===== src/rtl/dma_pkg.sv =====
package dma_pkg;
  localparam int CTL_W = 32;
  localparam int CNT_W = 10;
  localparam logic [2:0] MODE_STOP  = 3'd0;
  localparam logic [2:0] MODE_BASIC = 3'd1;

  typedef struct packed {
    logic [1:0]       dst_inc;
    logic [1:0]       dst_size;
    logic [1:0]       src_inc;
    logic [1:0]       src_size;
    logic [5:0]       rsvd;
    logic [3:0]       arb;
    logic [CNT_W-1:0] count;
    logic             nxt_burst;
    logic [2:0]       mode;
  } ctl_t;

  typedef enum logic [1:0] {ST_IDLE, ST_RD, ST_WR} state_t;

  function automatic logic [2:0] inc_bytes(input logic [1:0] code);
    case (code)
      2'd0:    return 3'd1;
      2'd1:    return 3'd2;
      2'd2:    return 3'd4;
      default: return 3'd0;
    endcase
  endfunction

  function automatic logic [31:0] size_mask(input logic [1:0] size);
    case (size)
      2'd0:    return 32'h0000_00ff;
      2'd1:    return 32'h0000_ffff;
      default: return 32'hffff_ffff;
    endcase
  endfunction
endpackage


===== src/rtl/dma_ptr_step.sv =====
module dma_ptr_step #(
  parameter int ADDR_W = 32
) (
  input  logic [ADDR_W-1:0] ptr_i,
  input  logic [1:0]        inc_i,
  output logic [ADDR_W-1:0] nxt_o
);
  assign nxt_o = ptr_i + ADDR_W'(dma_pkg::inc_bytes(inc_i));
endmodule


===== src/rtl/dma_grp_calc.sv =====
module dma_grp_calc #(
  parameter int CNT_W = 10
) (
  input  logic [3:0]       arb_i,
  input  logic [CNT_W-1:0] count_i,
  input  logic             burst_i,
  output logic [CNT_W:0]   len_o
);
  localparam int LEN_W = CNT_W + 1;
  logic [LEN_W-1:0] left, pow;

  always_comb begin
    left = {1'b0, count_i} + LEN_W'(1);
    pow  = LEN_W'(1) << arb_i;
    if (!burst_i)                        len_o = LEN_W'(1);
    else if (32'(arb_i) >= LEN_W)        len_o = left;
    else if (pow < left)                 len_o = pow;
    else                                 len_o = left;
  end
endmodule


===== src/rtl/dma_beat_fsm.sv =====
module dma_beat_fsm #(
  parameter int CNT_W = 10
) (
  input  logic               clk_i,
  input  logic               rst_ni,
  input  logic               start_i,
  input  logic [CNT_W:0]     len_i,
  input  logic               last_item_i,
  output dma_pkg::state_t    state_o
);
  import dma_pkg::*;
  state_t         state_q;
  logic [CNT_W:0] left_q;

  always_ff @(posedge clk_i or negedge rst_ni) begin
    if (!rst_ni) begin
      state_q <= ST_IDLE;
      left_q  <= '0;
    end else begin
      case (state_q)
        ST_IDLE: if (start_i) begin
          state_q <= ST_RD;
          left_q  <= len_i;
        end
        ST_RD: state_q <= ST_WR;
        ST_WR: begin
          if (last_item_i || left_q == (CNT_W+1)'(1)) state_q <= ST_IDLE;
          else                                       state_q <= ST_RD;
          left_q <= left_q - (CNT_W+1)'(1);
        end
        default: state_q <= ST_IDLE;
      endcase
    end
  end

  assign state_o = state_q;
endmodule


===== src/rtl/dma_xfer_engine.sv =====
module dma_xfer_engine #(
  parameter int ADDR_W = 32,
  parameter int DATA_W = 32
) (
  input  logic              clk_i,
  input  logic              rst_ni,
  input  logic              load_i,
  input  logic [31:0]       ctl_word_i,
  input  logic [ADDR_W-1:0] src_ptr_i,
  input  logic [ADDR_W-1:0] dst_ptr_i,
  input  logic              enable_set_i,
  input  logic              use_burst_i,
  input  logic              single_req_i,
  input  logic              burst_req_i,
  output logic              enable_o,
  output logic              done_o,
  output logic [31:0]       status_ctl_o,
  output logic [ADDR_W-1:0] status_src_o,
  output logic [ADDR_W-1:0] status_dst_o,
  output logic              mem_req_o,
  output logic              mem_we_o,
  output logic [ADDR_W-1:0] mem_addr_o,
  output logic [1:0]        mem_size_o,
  output logic [DATA_W-1:0] mem_wdata_o,
  input  logic [DATA_W-1:0] mem_rdata_i
);
  import dma_pkg::*;

  ctl_t              ctl_q;
  logic [ADDR_W-1:0] src_q, dst_q, src_nxt, dst_nxt;
  logic              en_q, done_q;
  state_t            state;
  logic              armed, start, last_item, beat;
  logic [CNT_W:0]    grp_len;

  assign armed     = en_q && (ctl_q.mode == MODE_BASIC);
  assign start     = armed && (burst_req_i || (single_req_i && !use_burst_i));
  assign last_item = (ctl_q.count == '0);
  assign beat      = (state == ST_WR);

  dma_grp_calc #(.CNT_W(CNT_W)) i_grp (
    .arb_i(ctl_q.arb), .count_i(ctl_q.count), .burst_i(burst_req_i), .len_o(grp_len)
  );

  dma_beat_fsm #(.CNT_W(CNT_W)) i_fsm (
    .clk_i(clk_i), .rst_ni(rst_ni), .start_i(start), .len_i(grp_len),
    .last_item_i(last_item), .state_o(state)
  );

  dma_ptr_step #(.ADDR_W(ADDR_W)) i_src_step (.ptr_i(src_q), .inc_i(ctl_q.src_inc), .nxt_o(src_nxt));
  dma_ptr_step #(.ADDR_W(ADDR_W)) i_dst_step (.ptr_i(dst_q), .inc_i(ctl_q.dst_inc), .nxt_o(dst_nxt));

  always_ff @(posedge clk_i or negedge rst_ni) begin
    if (!rst_ni) begin
      ctl_q  <= '0;
      src_q  <= '0;
      dst_q  <= '0;
      en_q   <= 1'b0;
      done_q <= 1'b0;
    end else begin
      done_q <= 1'b0;
      if (load_i && !en_q) begin
        ctl_q <= ctl_t'(ctl_word_i);
        src_q <= src_ptr_i;
        dst_q <= dst_ptr_i;
      end
      if (enable_set_i) en_q <= 1'b1;
      if (beat) begin
        src_q <= src_nxt;
        dst_q <= dst_nxt;
        if (last_item) begin
          ctl_q.mode <= MODE_STOP;
          en_q       <= 1'b0;
          done_q     <= 1'b1;
        end else begin
          ctl_q.count <= ctl_q.count - CNT_W'(1);
        end
      end
    end
  end

  assign enable_o     = en_q;
  assign done_o       = done_q;
  assign status_ctl_o = ctl_q;
  assign status_src_o = src_q;
  assign status_dst_o = dst_q;
  assign mem_req_o    = (state != ST_IDLE);
  assign mem_we_o     = beat;
  assign mem_addr_o   = beat ? dst_q : src_q;
  assign mem_size_o   = beat ? ctl_q.dst_size : ctl_q.src_size;
  assign mem_wdata_o  = beat ? (mem_rdata_i & DATA_W'(size_mask(ctl_q.dst_size))) : '0;
endmodule


===== config.mk =====
export PLATFORM = sky130hd
export DESIGN_NAME = dma_xfer_engine
export DESIGN_NICKNAME = d
export VERILOG_FILES = /design/src/rtl/dma_pkg.sv /design/src/rtl/dma_ptr_step.sv /design/src/rtl/dma_grp_calc.sv /design/src/rtl/dma_beat_fsm.sv /design/src/rtl/dma_xfer_engine.sv
export SDC_FILE = /design/constraint.sdc
export NUM_CORES = 1
export LEC_CHECK = 0
export BUFFER_PORTS_ARGS = -buffer_cell sky130_fd_sc_hd__buf_2
export CAP_MARGIN = 0
export CORE_MARGIN = 1.5
export CORE_UTILIZATION = 45
export CTS_CLUSTER_SIZE = 30
export DETAILED_ROUTE_END_ITERATION = 7
export PLACE_DENSITY = 0.78
export SLEW_MARGIN = 20
export SYNTH_ARGS = -nofsm -noshare
export SYNTH_HDL_FRONTEND = slang
export SYNTH_SLANG_ARGS = --single-unit

===== constraint.sdc =====
create_clock -name clk_i -period 2.4 [get_ports clk_i]
set_input_delay 0.36 -clock clk_i [delete_from_list [all_inputs] [get_ports clk_i]]
set_output_delay 0.36 -clock clk_i [all_outputs]
set_load 0.005 [all_outputs]

# [Word level (Yosys, flattened, before mapping)]
# Index checks and enable logic that the tools add are counted.
[totals] reg_bits=111 elab_cells=79 output_inout_bits=166
[classes] muxes=28 shift=1 n_addsub=5 n_reduce_logical=17 magnitude_cmp=2 n_bitwise=1 n_eq_ne=10
[op_table] cell="$mux W32" count=6
[op_table] cell="$add A32 B3 Y32" count=2
[op_table] cell="$pmux W32 S2" count=1
[op_table] cell="$mux W11" count=4
[op_table] cell="$and A32 B32 Y32" count=1
[op_table] cell="$pmux W11 S2" count=1
[op_table] cell="$mux W10" count=2
[op_table] cell="$pmux W3 S3" count=2
[op_table] cell="$mux W14" count=1
[op_table] cell="$add A10 B1 Y11 const B" count=1
[op_table] cell="$eq A11 B1 Y1 const B" count=1
[op_table] cell="$lt A11 B11 Y1" count=1
[op_table] cell="$shl A1 B4 Y11 const A" count=1
[op_table] cell="$sub A11 B1 Y11 const B" count=1
[op_table] cell="$logic_not A10 Y1" count=1
[op_table] cell="$sub A10 B1 Y10 const B" count=1
[op_table] cell="$eq A2 B1 Y1 const B" count=4
[op_table] cell="$logic_not A2 Y1" count=4
[op_table] cell="$eq A2 B2 Y1 const B" count=3
[op_table] cell="$mux W1" count=6
[op_table] cell="$mux W3" count=2
[op_table] cell="$pmux W2 S3" count=1
[op_table] cell="$reduce_bool A2 Y1" count=3
[op_table] cell="$ge A4 B4 Y1 const B" count=1
[op_table] cell="other kinds (7)" count=13

# [Depth between registers and ports, before layout]
[depth] depth_word=7 depth_mapped=11 mapped_depth_nobuf=10

# [Cells and area by module]
# A second synthesis with hierarchy kept.
[unflattened] cells_unflattened=1079 hier_area_um2=8139.1
[by_module_without_submodules] module="dma_xfer_engine" cells_per_inst=684 instances=1 area_each_um2=5112.4
[by_module_without_submodules] module="dma_beat_fsm" cells_per_inst=90 instances=1 area_each_um2=795.8
[by_module_without_submodules] module="dma_ptr_step at i_src_step" cells_per_inst=102 instances=1 area_each_um2=767.0
[by_module_without_submodules] module="dma_grp_calc" cells_per_inst=103 instances=1 area_each_um2=735.7
[by_module_without_submodules] module="dma_ptr_step at i_dst_step" cells_per_inst=100 instances=1 area_each_um2=728.2

# [Least setup slack after synthesis]
# No wires, ideal clock.
[synth_timing] path_type="flip-flop to flip-flop" start="register ctl_q (netlist bit status_ctl_o[4])" end="register i_fsm.left_q[0]" t_arrival_ns=2.459 synth_period_minus_slack_ns=2.600 n_path_buf=1 path_slack_ns=-0.200 t_required_ns=2.259 stages_incl_launch_ff=11 setup_ns=0.141 path_cell_list="dfrtp_1 > ha_1 > nand3_1 > or3_1 > ha_1 > nand4_1 > a211o_1 > o22a_1 > buf_6 > a211oi_1 > a311oi_1"
[synth_between] elab_chain_len=7
[synth_rtl] element="from (decl)" line_no="dma_xfer_engine.sv:29" text="ctl_t ctl_q;"
[synth_rtl] element="from (signal assigned)" line_no="dma_xfer_engine.sv:63" text="ctl_q <= ctl_t'(ctl_word_i);"
[synth_rtl] element="$add A10 B1 Y11 *" line_no="dma_grp_calc.sv:13" text="left = {1'b0, count_i} + LEN_W'(1);"
[synth_rtl] element="$lt A11 B11 Y1" line_no="dma_grp_calc.sv:17" text="else if (pow < left) len_o = pow;"
[synth_rtl] element="$mux W11" line_no="dma_grp_calc.sv:17"
[synth_rtl] element="$mux W11 *" line_no="dma_grp_calc.sv:16" text="else if (32'(arb_i) >= LEN_W) len_o = left;"
[synth_rtl] element="$mux W11 *" line_no="dma_grp_calc.sv:15" text="if (!burst_i) len_o = LEN_W'(1);"
[synth_rtl] element="$mux W11 *" line_no="dma_beat_fsm.sv:21" text="ST_IDLE: if (start_i) begin"
[synth_rtl] element="$pmux W11 S2 *" line_no="dma_beat_fsm.sv:20" text="case (state_q)"
[synth_rtl] element="to (signal assigned)" line_no="dma_beat_fsm.sv:23" text="left_q <= len_i;"
[synth_rtl] element="to (signal assigned)" line_no="dma_beat_fsm.sv:29" text="left_q <= left_q - (CNT_W+1)'(1);"
[synth_rtl] element="to (decl)" line_no="dma_beat_fsm.sv:13" text="logic [CNT_W:0] left_q;"
# Mark *: on every way between the ends. The rest lies on a longest branch, timed or not. The select of a mux whose other input is x is not followed.
# A chain may end at the register's enable or synchronous reset.

# [Worst setup path after layout]
[layout_timing] start="register ctl_q (netlist bit status_ctl_o[4])" end="register i_fsm.left_q[7]"
# Same word-level chain as after synthesis.

==> metrics <==
mapped cell area=approximately 0.0075 mm2; worst path required time=between 2000 and 3000 ps; CTS Buf Count=9; post-route cell area=0.0104 mm2; final core utilization=between 60% and 70%; Hold Path Class=input port to asynchronous set/reset pin; Setup-failing EPs final=11; clk_lat worst skew=around 360 ps; CTS tree=built; Yosys Warn Count=0; clock buffer depth=2; area of the die=around 0.018 mm2; syn nets=~1100; Core Rows=47; violated checks=negative hold slack, negative setup slack; cell accounting for the most synthesized area=dfrtp_1; crit end category=flop; slew margin rel.=about a quarter; worst-case clock skew=around 8.6 ps; overall routing resource usage=roughly 30%; routed len/inst=between 15 and 20 um; largest net degree at the start of global routing=76; Remaining DRCs=0; CTS sink count=111; Pwr per Cell Area=~910 mW/mm2; CP arrival=between 2000 and 3000 ps; gr ovfl total=0; Syn Area/Cell=between 7 and 8 um2; initial DRC count=between 500 and 600; ranking of synthesized cells by area=dfrtp_1 (37%), nand2_1 (10%), nor2_1 (5.1%); port buffer count=300; Syn-to-layout area delta=38.2%; #FFs+latches synth=around 110; Post-synth top flop=dfrtp_1; hold_ws=-12.0 ps; slew at the pin with the worst max-slew slack=~1100 ps; first-pass GRT wire length=approximately 42000 um; Post-Place Worst Slack=-144 ps; Critical Path Start Type=flop; RSZ-0062 raised after global routing=yes; area share of the largest cell type after synthesis=between 30 and 40%; top post-synthesis cells by count=nand2_1 (205), dfrtp_1 (111), nor2_1 (103); sequential share of the synthesized area=about 37%; final period utilization=105%; share of cells above drive strength 1=between 30% and 40%; FMAX=approximately 400 MHz; Final ANT Viol Nets=0; FF-to-FF Start=status_ctl_o[4]; initial antenna violation count=2; DRT Pass-1 Iters=5; run status=complete, but fails checks; Pwr Total=about 9.5 mW; H-tree depth=3; EDFF count, synth=0; Placement Cell Area=slightly below 0.01 mm2; post-synthesis cell type count=slightly below 70; detail-routed via count per cell=~5.8; DIE HEIGHT=between 100 and 150 um; cells after synthesis=948; Critical Setup Path Class=flop to flop; Root Buffer=clkbuf_16; # IOs=between 300 and 400; peak supply drop=535 uV; Initial Utilization=between 40% and 50%; number of global-route vias before repair=between 8000 and 9000; async set or reset register ratio after synthesis=100%; top-count cell post-synth=nand2_1; Max-Cap Viols=0; DRT Wirelength=26900 um; Max FO, Critical Path=5; DP Wirelength=20100 um; Die Width=roughly 130 um; Fin. Hold Viols=6; via count=~8800; Core Box Area=0.0165 mm2; crit path launch=status_ctl_o[4]; Hold-fix buffers, CTS=0; Leakage=5.13 nW; # nets final=roughly 1500; Final Wtd Congestion=0.944; clock-pin slew on the worst setup and hold paths=80 ps; Tmin final=2530 ps; Pins Over Slew Limit=0; post-route setup slack=-129 ps
## cells in the final DEF, fill, tap and decap left out, drive strengths merged, types with 7 or more instances in the layout
cell type	Yosys	layout
o22ai	9	9
a31oi	8	8
o21ai	40	40
or3	11	11
ha	20	20
nand2b	12	12
xnor2	9	9
mux2i	7	7
nor2b	7	7
and4	8	8
and3	27	27
a21oi	38	38
nand3	27	27
o311ai	11	11
a211oi	20	20
o21a	9	9
clkbuf	48	9
o211ai	15	15
nor2	103	103
nand2	205	205
nor3	29	29
dfrtp	111	111
nor4	8	8
nand4	16	16
and2	19	19
inv	20	22
buf	15	403
a311oi	26	26
## stage by stage
step | std cells | hold WS, ps | TNS (ps)
after floorplan | 948 | 64.4 | -18.6
after global placement | 1491 | 392 | -257
after detailed placement | 1491 | 401 | -1660
after CTS | 1515 | 13.0 | -477
after global routing | 1524 | 23.4 | -1890
final | 1525 | -12.0 | -879
## registers in the layout (all words and copies together), names as in the netlist
| register | flops |
|---|---|
| status_ctl_o | 32 |
| status_dst_o | 32 |
| status_src_o | 32 |
| i_fsm.left_q | 11 |
| i_fsm.state_o | 2 |
| done_o | 1 |
| enable_o | 1 |
## report_power, final
part | total [mW] | switching, mW | leakage, nW | internal [mW]
Sequential | 3.00 | 0.662 | 1.28 | 2.34
Clock | 1.50 | 0.771 | 0.141 | 0.728
Combinational | 4.99 | 2.69 | 3.71 | 2.30
Total | 9.49 | 4.12 | 5.13 | 5.37
## worst paths after layout
path | endpoint | slack, ps | depth (start not counted)
worst max-delay path | i_fsm.left_q[7] | -130 | 9
worst min-delay path | status_dst_o[27] | -10 | 1
worst max register to register | i_fsm.left_q[7] | -130 | 9
worst min register to register | status_ctl_o[20] | 480 | 2
max in group asynchronous | status_ctl_o[4] | 1640 | 2
min in group clk_i | status_ctl_o[3] | 180 | 3
## kinds of logic (layout without fill, tap and decap cells)
kind of cell	Yosys count	count (layout)	synth area share [%]
and+or+nand+nor	492	492	31.2
AOI/OAI and AO/OA	221	221	21.1
DFF	111	111	36.9
buffers and inverters	83	439	4.62
adders and majority gates	22	22	3.85
xor gates and xnor gates	12	12	1.39
muxes	7	7	0.930
other	0	1	0
## per-layer routing
metal,GRT usage (%),share of wire (%)
met4,10.0,2.4
met5,0,0.026
met1,39.2,41
met3,6.09,7.5
met2,48.9,49
## critical path, cell delays in order (launching register included)
cell	delay, ps
dfrtp_2	420
ha_4	170
nand3_2	70
or3_4	390
ha_4	280
nand4_1	110
a211o_1	300
o22a_2	270
and3_4	200
o31a_1	220
## area by class of cell
class                           instances  area [um2]
Antenna cell                            1        2.50
Clock buffer                            9         225
Clock inverter                          7        66.3
Fill cell                            1427        6050
Inverter                               20        75.1
Multi-Input combinational cell        754        4660
Sequential cell                       111        2780
Tap cell                              220         275
Timing Repair Buffer                  403        2330
## repair_timing
action | in CTS | in global routing
pin swaps | 7 | 12
buffers inserted | 8 | 10
hold endpoints to repair | 0 | 0
setup endpoints to repair | 27 | 44
resized for setup | 24 | 24
Note: power is estimated with default switching activity, not from simulation.
